`config.mk`:
```
export PLATFORM = sky130hd
export DESIGN_NAME = sdi_scr_tx
export DESIGN_NICKNAME = d
export VERILOG_FILES = /design/src/rtl/sdi_tx_pkg.sv /design/src/rtl/sdi_mode_dec.sv /design/src/rtl/sdi_trs_widen.sv /design/src/rtl/sdi_scr_nrzi.sv /design/src/rtl/sdi_scr_tx.sv
export SDC_FILE = /design/constraint.sdc
export NUM_CORES = 1
export LEC_CHECK = 0
export BUFFER_PORTS_ARGS = -buffer_cell sky130_fd_sc_hd__buf_2
export CORE_MARGIN = 2
export CORE_UTILIZATION = 61
export CTS_CLUSTER_DIAMETER = 50
export DETAILED_ROUTE_END_ITERATION = 12
export PLACE_DENSITY_LB_ADDON = 0.2
export SLEW_MARGIN = 20
export SYNTH_ARGS = -nofsm -noshare
export SYNTH_HDL_FRONTEND = slang
export SYNTH_SLANG_ARGS = --single-unit
```
`constraint.sdc`:
```
create_clock -name clk -period 5 [get_ports clk]
set_input_delay 0.25 -clock clk [delete_from_list [all_inputs] [get_ports clk]]
set_output_delay 0.25 -clock clk [all_outputs]
set_load 0.03 [all_outputs]
```
`src/rtl/sdi_tx_pkg.sv`:
```
package sdi_tx_pkg;

    typedef enum logic [1:0] {
        MODE_VIDEO = 2'd0,
        MODE_RAW   = 2'd1,
        MODE_ALT   = 2'd2
    } tx_mode_e;

    typedef enum logic [1:0] {
        WAIT_HDR   = 2'd0,
        SEEN_ONES  = 2'd1,
        SEEN_ZERO1 = 2'd2,
        AT_XYZ     = 2'd3
    } trs_state_e;

endpackage

```
`src/rtl/sdi_mode_dec.sv`:
```
module sdi_mode_dec
    import sdi_tx_pkg::*;
(
    input  logic     scr_sel_i,
    input  logic     alt_sel_i,
    output tx_mode_e mode_o
);

    always_comb begin
        unique case ({alt_sel_i, scr_sel_i})
            2'b01:   mode_o = MODE_VIDEO;
            2'b00:   mode_o = MODE_RAW;
            default: mode_o = MODE_ALT;
        endcase
    end

endmodule

```
`src/rtl/sdi_trs_widen.sv`:
```
module sdi_trs_widen
    import sdi_tx_pkg::*;
#(
    parameter int DW    = 10,
    parameter int PAD_W = 2
) (
    input  logic          clk,
    input  logic          rst_n,
    input  logic          en_i,
    input  logic          take_i,
    input  logic [DW-1:0] din_i,
    output logic [DW-1:0] word_o
);

    localparam int HI_W = DW - PAD_W;

    trs_state_e state_q, state_d;
    logic       hi_ones, hi_zero;

    assign hi_ones = &din_i[DW-1:PAD_W];
    assign hi_zero = ~|din_i[DW-1:PAD_W];

    // state register
    always_ff @(posedge clk) begin
        if (!rst_n || !en_i) begin
            state_q <= WAIT_HDR;
        end else if (take_i) begin
            state_q <= state_d;
        end
    end

    // next state and widened word
    always_comb begin
        state_d = state_q;
        word_o  = din_i;
        if (en_i) begin
            unique case (state_q)
                WAIT_HDR: begin
                    if (hi_ones) begin
                        word_o  = {DW{1'b1}};
                        state_d = SEEN_ONES;
                    end
                end
                SEEN_ONES, SEEN_ZERO1: begin
                    if (hi_zero) begin
                        word_o  = {DW{1'b0}};
                        state_d = (state_q == SEEN_ONES) ? SEEN_ZERO1 : AT_XYZ;
                    end else if (hi_ones) begin
                        word_o  = {DW{1'b1}};
                        state_d = SEEN_ONES;
                    end else begin
                        state_d = WAIT_HDR;
                    end
                end
                AT_XYZ: begin
                    word_o  = {din_i[DW-1:PAD_W], {PAD_W{1'b0}}};
                    state_d = WAIT_HDR;
                end
                default: state_d = WAIT_HDR;
            endcase
        end
    end


    ones_widen_chk: assert property (@(posedge clk) disable iff (!rst_n)
        (en_i && take_i && state_q != AT_XYZ && hi_ones) |-> (word_o == {DW{1'b1}}));


    xyz_pad_chk: assert property (@(posedge clk) disable iff (!rst_n)
        (en_i && take_i && state_q == AT_XYZ) |->
        (word_o[PAD_W-1:0] == '0 && word_o[DW-1:PAD_W] == din_i[DW-1:PAD_W]));


    idle_when_off_chk: assert property (@(posedge clk) disable iff (!rst_n)
        !en_i |=> (state_q == WAIT_HDR));


    broken_hdr_chk: assert property (@(posedge clk) disable iff (!rst_n)
        (en_i && take_i && state_q == WAIT_HDR && !hi_ones) |-> (word_o == din_i));

    logic unused_hi;
    assign unused_hi = (HI_W < 1);

endmodule

```
`src/rtl/sdi_scr_nrzi.sv`:
```
module sdi_scr_nrzi #(
    parameter int DW      = 10,
    parameter int SCR_LEN = 9,
    parameter int SCR_TAP = 4
) (
    input  logic          clk,
    input  logic          rst_n,
    input  logic          adv_i,
    input  logic [DW-1:0] word_i,
    output logic [DW-1:0] code_o
);

    localparam int TAP_IX = SCR_LEN - SCR_TAP;

    // hist: index 0 oldest scrambled bit, SCR_LEN-1 newest
    logic [SCR_LEN-1:0] hist_q, hist_c;
    logic               nrzi_q, nrzi_c;

    always_comb begin
        hist_c = hist_q;
        nrzi_c = nrzi_q;
        code_o = '0;
        for (int i = 0; i < DW; i++) begin
            hist_c    = {word_i[i] ^ hist_c[0] ^ hist_c[TAP_IX], hist_c[SCR_LEN-1:1]};
            nrzi_c    = nrzi_c ^ hist_c[SCR_LEN-1];
            code_o[i] = nrzi_c;
        end
    end

    always_ff @(posedge clk) begin
        if (!rst_n) begin
            hist_q <= '0;
            nrzi_q <= 1'b0;
        end else if (adv_i) begin
            hist_q <= hist_c;
            nrzi_q <= nrzi_c;
        end
    end


    hold_state_chk: assert property (@(posedge clk) disable iff (!rst_n)
        !adv_i |=> ($stable(hist_q) && $stable(nrzi_q)));


    nrzi_carry_chk: assert property (@(posedge clk) disable iff (!rst_n)
        adv_i |=> (nrzi_q == $past(code_o[DW-1])));

endmodule

```
`src/rtl/sdi_scr_tx.sv`:
```
module sdi_scr_tx
    import sdi_tx_pkg::*;
#(
    parameter int DW      = 10,
    parameter int PAD_W   = 2,
    parameter int SCR_LEN = 9,
    parameter int SCR_TAP = 4
) (
    input  logic          clk,
    input  logic          rst_n,
    input  logic          vld_i,
    input  logic [DW-1:0] din_i,
    input  logic          scr_sel_i,
    input  logic          alt_sel_i,
    input  logic          remap_en_i,
    output logic [DW-1:0] dout_o,
    output logic          dout_vld_o
);

    tx_mode_e      mode;
    logic          video;
    logic [DW-1:0] wide_word;
    logic [DW-1:0] code_word;
    logic [DW-1:0] a_word;
    logic          a_vld, a_video;

    sdi_mode_dec u_mode (
        .scr_sel_i (scr_sel_i),
        .alt_sel_i (alt_sel_i),
        .mode_o    (mode)
    );

    assign video = (mode == MODE_VIDEO);

    sdi_trs_widen #(.DW(DW), .PAD_W(PAD_W)) u_widen (
        .clk    (clk),
        .rst_n  (rst_n),
        .en_i   (video && remap_en_i),
        .take_i (vld_i),
        .din_i  (din_i),
        .word_o (wide_word)
    );

    // stage A: widened word
    always_ff @(posedge clk) begin
        if (!rst_n) begin
            a_vld   <= 1'b0;
            a_video <= 1'b0;
            a_word  <= '0;
        end else begin
            a_vld   <= vld_i;
            a_video <= video;
            if (vld_i) a_word <= wide_word;
        end
    end

    sdi_scr_nrzi #(.DW(DW), .SCR_LEN(SCR_LEN), .SCR_TAP(SCR_TAP)) u_enc (
        .clk    (clk),
        .rst_n  (rst_n),
        .adv_i  (a_vld && a_video),
        .word_i (a_word),
        .code_o (code_word)
    );

    // stage B: output word
    always_ff @(posedge clk) begin
        if (!rst_n) begin
            dout_vld_o <= 1'b0;
            dout_o     <= '0;
        end else begin
            dout_vld_o <= a_vld;
            if (a_vld) dout_o <= a_video ? code_word : a_word;
        end
    end

    // cycles since reset, for the two-deep history checks
    logic [1:0] age_q;
    always_ff @(posedge clk) begin
        if (!rst_n) age_q <= '0;
        else if (age_q != 2'd3) age_q <= age_q + 2'd1;
    end


    vld_latency_chk: assert property (@(posedge clk) disable iff (!rst_n)
        (age_q >= 2'd2) |-> (dout_vld_o == $past(vld_i, 2)));


    raw_pass_chk: assert property (@(posedge clk) disable iff (!rst_n)
        (age_q >= 2'd2 && $past(vld_i, 2) && !$past(scr_sel_i, 2) && !$past(alt_sel_i, 2))
        |-> (dout_o == $past(din_i, 2)));


    alt_pass_chk: assert property (@(posedge clk) disable iff (!rst_n)
        (age_q >= 2'd2 && $past(vld_i, 2) && $past(alt_sel_i, 2))
        |-> (dout_o == $past(din_i, 2)));

endmodule

```
==> results of run 1 <==
-- worst max-delay path by stage --
stage / from / endpoint / slack (ns) / cells after the start
after global routing: u_enc.hist_q[3] / dout_o[5] / 2.72 / 5
after detailed placement: u_enc.hist_q[3] / dout_o[6] / 2.79 / 5
after floorplan: u_enc.hist_q[3] / dout_o[6] / 2.88 / 5
after global placement: u_enc.hist_q[3] / dout_o[6] / 2.85 / 5
after CTS: u_enc.hist_q[3] / dout_o[6] / 2.77 / 5
final: u_enc.hist_q[3] / dout_o[6] / 2.79 / 5
-- flip-flops by register name, summed over array words and instances, names as in the netlist --
register	cells
a_video	1
a_vld	1
a_word	10
dout_o	10
dout_vld_o	1
u_enc.hist_q	9
u_enc.nrzi_q	1
u_widen.state_q	2
-- area by class of cell --
cell class	instances	share of cell area
inverter	6	0.0101
tap	44	0.0246
sequential	35	0.313
timing repair buffer	27	0.0614
multi-input combinational	167	0.561
clock buffer	8	0.0307
-- cell families (layout without fill, tap and decap cells) --
group | count (synthesis) | in the layout | synth area share
simple gates | 72 | 72 | 0.177
xor+xnor | 41 | 41 | 0.269
mux | 2 | 2 | 0.00989
flops | 35 | 35 | 0.346
fa+ha+maj | 4 | 4 | 0.0247
compound gates | 48 | 48 | 0.140
buf+inv | 18 | 41 | 0.0334
-- layout by cell type, fill, tap and decap left out, types with 2 or more instances in the layout --
cell type   n
a211o_1     2
a211oi_1    2
a21oi_1    24
a31oi_1     2
buf_2      26
clkbuf_4    5
clkbuf_8    2
dfxtp_1    35
ha_1        4
inv_1       5
mux2i_1     2
nand2_1    20
nand2b_1    2
nand3_1     8
nand4_1     3
nor2_1     17
nor2b_1     8
nor4_1      2
o21ai_0    10
or2_2       4
or3_1       2
xnor2_1    18
xnor3_1     9
xor2_1     10
xor3_1      2
-- per-layer routing --
layer	GRT usage	vias to the layer above	part of all wire
li1	-	797	-
met1	0.320	742	0.47
met2	0.383	38	0.47
met3	0.0651	8	0.040
met4	0.112	0	0.020
met5	0	-	0
-- power breakdown --
group	leakage (nW)	switching, mW	internal, mW
registers	0.286	0.0135	0.290
logic	0.581	0.0658	0.0698
clock network	0.0386	0.0952	0.0827
total	0.906	0.174	0.442
-- stage by stage --
stage                     std cells  power (mW)   util  cell area [µm²]
after floorplan                 220       0.413      -             2020
after global placement          279       0.443  0.700             2170
after detailed placement        279       0.444  0.700             2170
after CTS                       287       0.618  0.722             2240
after global routing            287       0.642  0.722             2240
final                           287       0.617  0.722             2240
==> qor.yml, run 1 <==
outcome: "finished, final reports clean"
grt_pass1_wl_um: 6530
die_y_um: 61.6
cap_violations: 0
hold_ws_ns: 0.0815
clock_latency_ns: 0.34
cts_resized: 0
grt_max_degree: 28
crit_fanout: 6
synth_seq_cells: 35
place_worst_setup_slack_ns: 2.79
synthArstFlopShare: 0
drt_pass1_iterations: 4
antenna_found_initial: 0
fp.dieW_um: 61.6
min_path_cells: 2
clk_path_buf_depth: 2
seqCellArea_um2: 701
initial_core_util: 0.652
clkTransAtPathRegs_ns: 0.10
rr_worst_depth: 5
cts_tree: "done"
fin_skew_ns: 0.00828
cp.arrival_ns: 2.49
power_density_nw_per_um2: 275
htreeDepth: 2
area_growth_pct: 10.7
postCtsHoldBufs: 0
gp_congestion: 0.841
hold_viol: 0
vias: 1585
rsz0062_at_grt: "no"
r2r_slack_ns: 2.79
setup_tns_ns: 0
r2r_start: "u_enc.hist_q[3]"
first_iter_violations: 71
cp_slowest_stage_delay_ns: 0.49
synth_commonest_cells: "dfxtp_1 (35), a21oi_1 (24), nand2_1 (20), xnor2_1 (18), nor2_1 (17)"
period_share: 0.443
ant_nets: 0
avgSynthCellArea_um2: 9.20
n_antenna_cell: 0
timing.critical_path.buf_inv: 0
grt_pass1_vias: 1381
synth.cell_area_um2: 2020
min-delay-start: "alt_sel_i"
synth_nets: 240
drt-total-wl_um: 4200
drc: 0
dieArea_um2: 3800
end_kind: "flip-flop"
setup_slack_ns: 2.79
synth_cell_types: 41
required_ns: 5.27
gr-usage-all-layers: 0.246
worst-setup-path-type: "flip-flop to flip-flop"
synth-edff-count: 0
ios: 27
core_um2: 3100
dpl.hpwl_um: 3070
synth_top_area_share: 0.346
clock-sinks: 35
fmax_mhz: 452
start_kind: "flip-flop"
cts_setup_buffers: 0
synthFlopType: "dfxtp_1"
slew_violations: 0
vias_per_cell: 5.52
synthMostInstantiatedCell: "dfxtp_1"
setup_viol: 0
hp-class: "input port to flip-flop"
nets: 262
cts_buffers: 5
r2r-end: "dout_o[6]"
vdd_drop_max_mv: 0.176
yosysWarnings: 0
hold_end: "a_video"
cpMaxStageDelayCell: "xnor3_2"
cts_root_buf: "clkbuf_4"
crit_chain: "xnor3_2 > xor3_2 > and2_4 > or4_1 > a31oi_1"
cpLargestDelayFamily: "XOR/XNOR gates"
multi_input_area_um2: 1260
ys_seq_area_frac: 0.346
numPortBuffers: 26
tightest_slew_ns: 0.752
synth_top_area_cell: "dfxtp_1"
yosys-top-cells-area: "dfxtp_1 (35%), xnor3_1 (10%), xnor2_1 (7.8%), a21oi_1 (5.9%), xor2_1 (4.3%)"
drive_gt1_frac: 0.173
p_leak_nw: 0.906
fp-row-count: 20
maxSlewHeadroom: 0.498
fill_cells: 272
finalCriticalPeriod_ns: 2.21
overflow: 0
wire_per_inst_um: 14.6
synth_cells: 220
Power figures use the tool's default switching activity.
==> inputs of run 2 (changes only) <==
--- a/config.mk
+++ b/config.mk
@@ -7,7 +7,7 @@
 export LEC_CHECK = 0
 export BUFFER_PORTS_ARGS = -buffer_cell sky130_fd_sc_hd__buf_2
 export CORE_MARGIN = 2
-export CORE_UTILIZATION = 61
+export CORE_UTILIZATION = 51
 export CTS_CLUSTER_DIAMETER = 50
 export DETAILED_ROUTE_END_ITERATION = 12
 export PLACE_DENSITY_LB_ADDON = 0.2
==> constraint.sdc (replaced) <==
create_clock -name clk -period 1.95 [get_ports clk]
set_input_delay 0.0975 -clock clk [delete_from_list [all_inputs] [get_ports clk]]
set_output_delay 0.0975 -clock clk [all_outputs]
set_load 0.03 [all_outputs]
==> qor.yml, run 2 (synthesis results as in run 1) <==
rsz0062_at_grt: "yes"
final_cell_mix: "dfxtp_1 (26), buf_2 (26), a21oi_1 (24), buf_4 (24), nand2_1 (20)"
reg.largest.list: "a_word x10, dout_o x10, u_enc.hist_q x9"
wire_per_inst_um: 15.0  # +2.3%
drive_gt1_frac: 0.316  # +0.143
clock_latency_ns: 0.29  # -0.05 ns
outcome: "complete, but fails checks"
top_layer_used: "met4"
cp_slowest_stage_delay_ns: 0.46  # -0.03 ns
vdd_drop_max_mv: 0.568  # +220%
seqCellArea_um2: 714  # +2.0%
dpl.hpwl_um: 3390  # +10%
met3_length_um: 161  # -4.2%
crit_chain: "xor3_2 > xnor3_1 > xnor3_1 > or3_1 > a31oi_1"
overflow: 0  # unchanged
clock-sinks: 35  # unchanged
setup_slack_ns: -0.00542  # -2.79 ns
area_growth_pct: 26.3
n_antenna_cell: 0  # unchanged
cpMostUsedCell: "xnor3_1"
grt_pass1_vias: 1603  # +16%
fill_cells: 333  # +22%
die_y_um: 67.0  # +8.8%
tightest_slew_ns: 0.429  # -0.323 ns
min-delay-start: "din_i[9]"
vias: 1671  # +5.4%
clkTransAtPathRegs_ns: 0.07  # -0.03 ns
vias_per_cell: 5.27  # -4.6%
setup_viol: 1  # +1
hp-class: "input port to flip-flop"
period_share: 1.00  # +0.560
grt_pass1_wl_um: 7780  # +19%
core_um2: 3740  # +21%
maxSlewHeadroom: 0.712  # +0.214
cts_tree: "done"
fp-row-count: 22  # +10%
setup_tns_ns: -0.00542  # -0.00542 ns
drc: 0  # unchanged
fin_skew_ns: 0.00382  # -0.00446 ns
gp_congestion: 0.850  # +1.1%
p_leak_nw: 1.07  # +18%
antenna_found_initial: 0  # unchanged
required_ns: 2.17  # -3.10 ns
fp.dieW_um: 67.0  # +8.8%
end_kind: "flip-flop"
cp-startpoint: "u_enc.hist_q[5]"
wl_met1_um: 2210  # +11%
cts_buffers: 5  # unchanged
cap_violations: 0  # unchanged
power_mw: 1.79  # +190%
fmax_mhz: 511  # +13%
worst-setup-path-type: "flip-flop to flip-flop"
start_kind: "flip-flop"
hold_ws_ns: 0.0655  # -0.0160 ns
drt_pass1_iterations: 4  # unchanged
cp.arrival_ns: 2.18  # -0.31 ns
dieArea_um2: 4490  # +18%
htreeDepth: 2  # unchanged
initial_core_util: 0.541  # -0.112
cts_root_buf: "clkbuf_8"
ios: 27  # unchanged
first_iter_violations: 65  # -8.5%
numPortBuffers: 26  # unchanged
drt-total-wl_um: 4750  # +13%
clk_path_buf_depth: 2  # unchanged
slew_violations: 0  # unchanged
finalCriticalPeriod_ns: 1.96  # -0.258 ns
multi_input_area_um2: 1320  # +4.8%
nets: 288  # +9.9%
crit_fanout: 3  # -3
grt_max_degree: 26  # -7.1%
violations: "negative setup slack"
power_density_nw_per_um2: 699  # +150%
gr-usage-all-layers: 0.238  # -0.00827
hold_viol: 0  # unchanged
cpMaxStageDelayCell: "xor3_2"
ant_nets: 0  # unchanged
wl_met2_um: 2350  # +19%
r2r_start: "u_enc.hist_q[5]"
run 2: changes by cell type in the layout (fill, tap and decap cells not counted), moves of 2 or more:
cell / delta
buf_4: +23
buf_6: +2
clkbuf_4: -5
clkbuf_8: +5
dfxtp_1: -9
dfxtp_2: +8
xnor2_1: -5
xnor2_2: +5
xnor3_1: -2
xnor3_2: +2
run 2: what timing repair did:
item | CTS | global route
setup buffers | 1 | 5
endpoints found under the hold margin | 1 | 0
endpoints found under the setup margin | 3 | 8
pin swaps | 0 | 8
hold buffers | 1 | 0
gates resized for setup | 5 | 17
run 2: path summary, 6_finish.rpt:
kind,end,slack [ns],cells past startpoint
max,dout_o[8],-0.005,5
min,a_word[9],0.07,3
max reg2reg,dout_o[8],-0.005,5
min reg2reg,dout_o[2],0.46,2
run 2: metal layers:
layer | vias up | global-route usage
met4 | 0 | 0.0383
li1 | 850 | -
met5 | - | 0
met2 | 23 | 0.396
met1 | 794 | 0.311
met3 | 4 | 0.0659
run 2: power breakdown:
part	switching [mW]	total (mW)	leakage, nW	internal, mW
clock	0.260	0.583	0.0515	0.322
combinational	0.197	0.436	0.730	0.238
sequential	0.0246	0.768	0.290	0.743
total	0.482	1.79	1.07	1.30
run 2: through the flow:
| stage | instance area, µm² | std cells | utilization | worst slack (ns) |
|---|---|---|---|---|
| final | 2560 | 317 | 0.683 | -0.00542 |
| after global routing | 2560 | 317 | 0.683 | -0.0963 |
| after CTS | 2460 | 312 | 0.658 | -0.0336 |
| after detailed placement | 2320 | 302 | 0.620 | -0.0451 |
| after global placement | 2320 | 302 | 0.620 | -0.00200 |
| after floorplan | 2030 | 220 | - | -0.0140 |
run 2: cell type report:
cell class              instances  area share
inverters                       6     0.00881
multi-input cells             167       0.515
flip-flops and latches         35       0.279
repair buffers                 53       0.134
clock buffers                   8      0.0392
well taps                      48      0.0235
run 2: worst max-delay path: cells and delay by family, from the launching register on:
family | cells | cell delay (ns)
flip-flops | 1 | 0.36
XOR/XNOR | 3 | 1.06
AO/OA/AOI/OAI | 1 | 0.16
AND/OR/NAND/NOR | 1 | 0.31
==> inputs of run 3 (changes only) <==
--- a/config.mk
+++ b/config.mk
@@ -6,7 +6,7 @@
 export NUM_CORES = 1
 export LEC_CHECK = 0
 export BUFFER_PORTS_ARGS = -buffer_cell sky130_fd_sc_hd__buf_2
-export CORE_MARGIN = 2
+export CORE_MARGIN = 10
 export CORE_UTILIZATION = 51
 export CTS_CLUSTER_DIAMETER = 50
 export DETAILED_ROUTE_END_ITERATION = 12
==> qor.yml, run 3 (synthesis results as in run 1) <==
wire_per_inst_um: 14.7  # -1.9%
fmax_mhz: 513  # +0.29%
required_ns: 2.17  # about the same
fp-row-count: 22  # unchanged
cpLargestDelayFamily: "XOR/XNOR gates"
grt_max_degree: 27  # +3.8%
min_path_cells: 3  # unchanged
start_kind: "flip-flop"
vias_per_cell: 5.26  # -0.18%
place_area_um2: 2310  # -0.32%
nets: 284  # -1.4%
place_worst_setup_slack_ns: -0.0474  # -0.00238 ns
gp_congestion: 0.838  # -1.4%
n_antenna_cell: 0  # unchanged
rsz0062_at_grt: "yes"
cpMaxStageDelayCell: "or4_4"
setup_viol: 0  # -1
rr_worst_depth: 5  # unchanged
setup_slack_ns: 0.000274  # +0.00569 ns
drc: 0  # unchanged
fin_skew_ns: 0.00977  # +0.00595 ns
placed_cells: 301  # -0.33%
crit_fanout: 6  # +3
dieArea_um2: 6890  # +53%
hold_ws_ns: 0.0581  # -0.00733 ns
clock-sinks: 35  # unchanged
crit_chain: "xnor3_2 > xor3_2 > and2_4 > or4_4 > a31oi_1"
power_density_nw_per_um2: 684  # -2.2%
antenna_found_initial: 0  # unchanged
hp-class: "input port to flip-flop"
clock_latency_ns: 0.29  # about the same
core_um2: 3740  # unchanged
fp.dieW_um: 83.0  # +24%
min-delay-start: "din_i[7]"
grt_pass1_wl_um: 7780  # unchanged
final_cell_mix: "dfxtp_1 (29), buf_2 (26), a21oi_1 (24)"
power_mw: 1.70  # -4.9%
vdd_drop_max_mv: 0.496  # -13%
ios: 27  # unchanged
r2r_start: "u_enc.hist_q[3]"
fin_area_um2: 2480  # -2.8%
drt-total-wl_um: 4600  # -3.1%
timing.critical_path.buf_inv: 0  # unchanged
finalCriticalPeriod_ns: 1.95  # -0.00569 ns
cts_root_buf: "clkbuf_8"
utilization: 0.664  # -0.0191
grt_pass1_vias: 1660  # +3.6%
final_common_cell: "dfxtp_1"
tightest_slew_ns: 0.448  # +0.0192 ns
die_y_um: 83.0  # +24%
hold_end: "a_word[7]"
slew_violations: 0  # unchanged
gr-usage-all-layers: 0.132  # -0.106
cp_slowest_stage_delay_ns: 0.46  # about the same
clk_path_buf_depth: 2  # unchanged
outcome: "finished, final reports clean"
cap_violations: 0  # unchanged
critical_path_depth: 5  # unchanged
drt_pass1_iterations: 4  # unchanged
htreeDepth: 2  # unchanged
setup_tns_ns: 0  # +0.00542 ns
r2r_slack_ns: 0.0003  # about the same
end_kind: "flip-flop"
cp.arrival_ns: 2.17  # about the same
numPortBuffers: 26  # unchanged
cts_buffers: 5  # unchanged
period_share: 1.00  # -0.00292
reg.largest.list: "a_word x10, dout_o x10, u_enc.hist_q x9"
vias: 1647  # -1.4%
area_growth_pct: 22.7
hold_viol: 0  # unchanged
clkTransAtPathRegs_ns: 0.08  # about the same
initial_core_util: 0.541  # unchanged
dpl.hpwl_um: 3480  # +2.6%
worst-setup-path-type: "flip-flop to flip-flop"
p_leak_nw: 1.03  # -3.7%
overflow: 0  # unchanged
maxSlewHeadroom: 0.701  # -0.0111
final_cells: 313  # -1.3%
first_iter_violations: 111  # +71%
ant_nets: 0  # unchanged
drive_gt1_frac: 0.291  # -0.0254
cts_tree: "done"
r2r-end: "dout_o[6]"
==> run 3: how the worst max path moves through the flow <==
| stage | startpoint | endpoint | slack, ns |
|---|---|---|---|
| floorplan | u_enc.hist_q[6] | dout_o[8] | -0.01 |
| global placement | a_word[6] | dout_o[8] | -0.03 |
| detailed placement | a_word[6] | dout_o[8] | -0.05 |
| CTS | u_enc.hist_q[3] | dout_o[8] | -0.01 |
| global route | u_enc.hist_q[3] | dout_o[6] | -0.06 |
| finish | u_enc.hist_q[3] | dout_o[6] | 0.0003 |
==> run 3: worst reg2reg max path, cell delays in order, from the launching register on <==
cell and delay, ns:
dfxtp_2 0.33, xnor3_2 0.44, xor3_2 0.32, and2_4 0.18, or4_4 0.46, a31oi_1 0.16
==> run 3: cell type report <==
cell class | count | area [µm²]
multi-input cells | 167 | 1300
inverters | 6 | 22.5
fillers | 319 | 1260
flip-flops and latches | 35 | 708
clock inverters | 2 | 12.5
well taps | 48 | 60.1
clock buffers | 6 | 72.6
repair buffers | 49 | 309
==> run 3: what timing repair did <==
item	in CTS	in global routing
endpoints found under the hold margin	1	0
setup endpoints to repair	3	5
gates resized for setup	3	12
buffers inserted	1	2
pin swaps	0	3
hold buffers	1	0
==> run 3: report_power, final <==
part / internal, mW / total, mW / switching [mW]
Combinational: 0.224 / 0.408 / 0.185
Clock: 0.249 / 0.517 / 0.267
Sequential: 0.744 / 0.774 / 0.0295
==> run 3: per-layer routing <==
layer | part of all wire | track usage
met5 | 0 | 0
met4 | 0.0072 | 0.0277
met3 | 0.042 | 0.0371
met1 | 0.49 | 0.174
met2 | 0.46 | 0.207
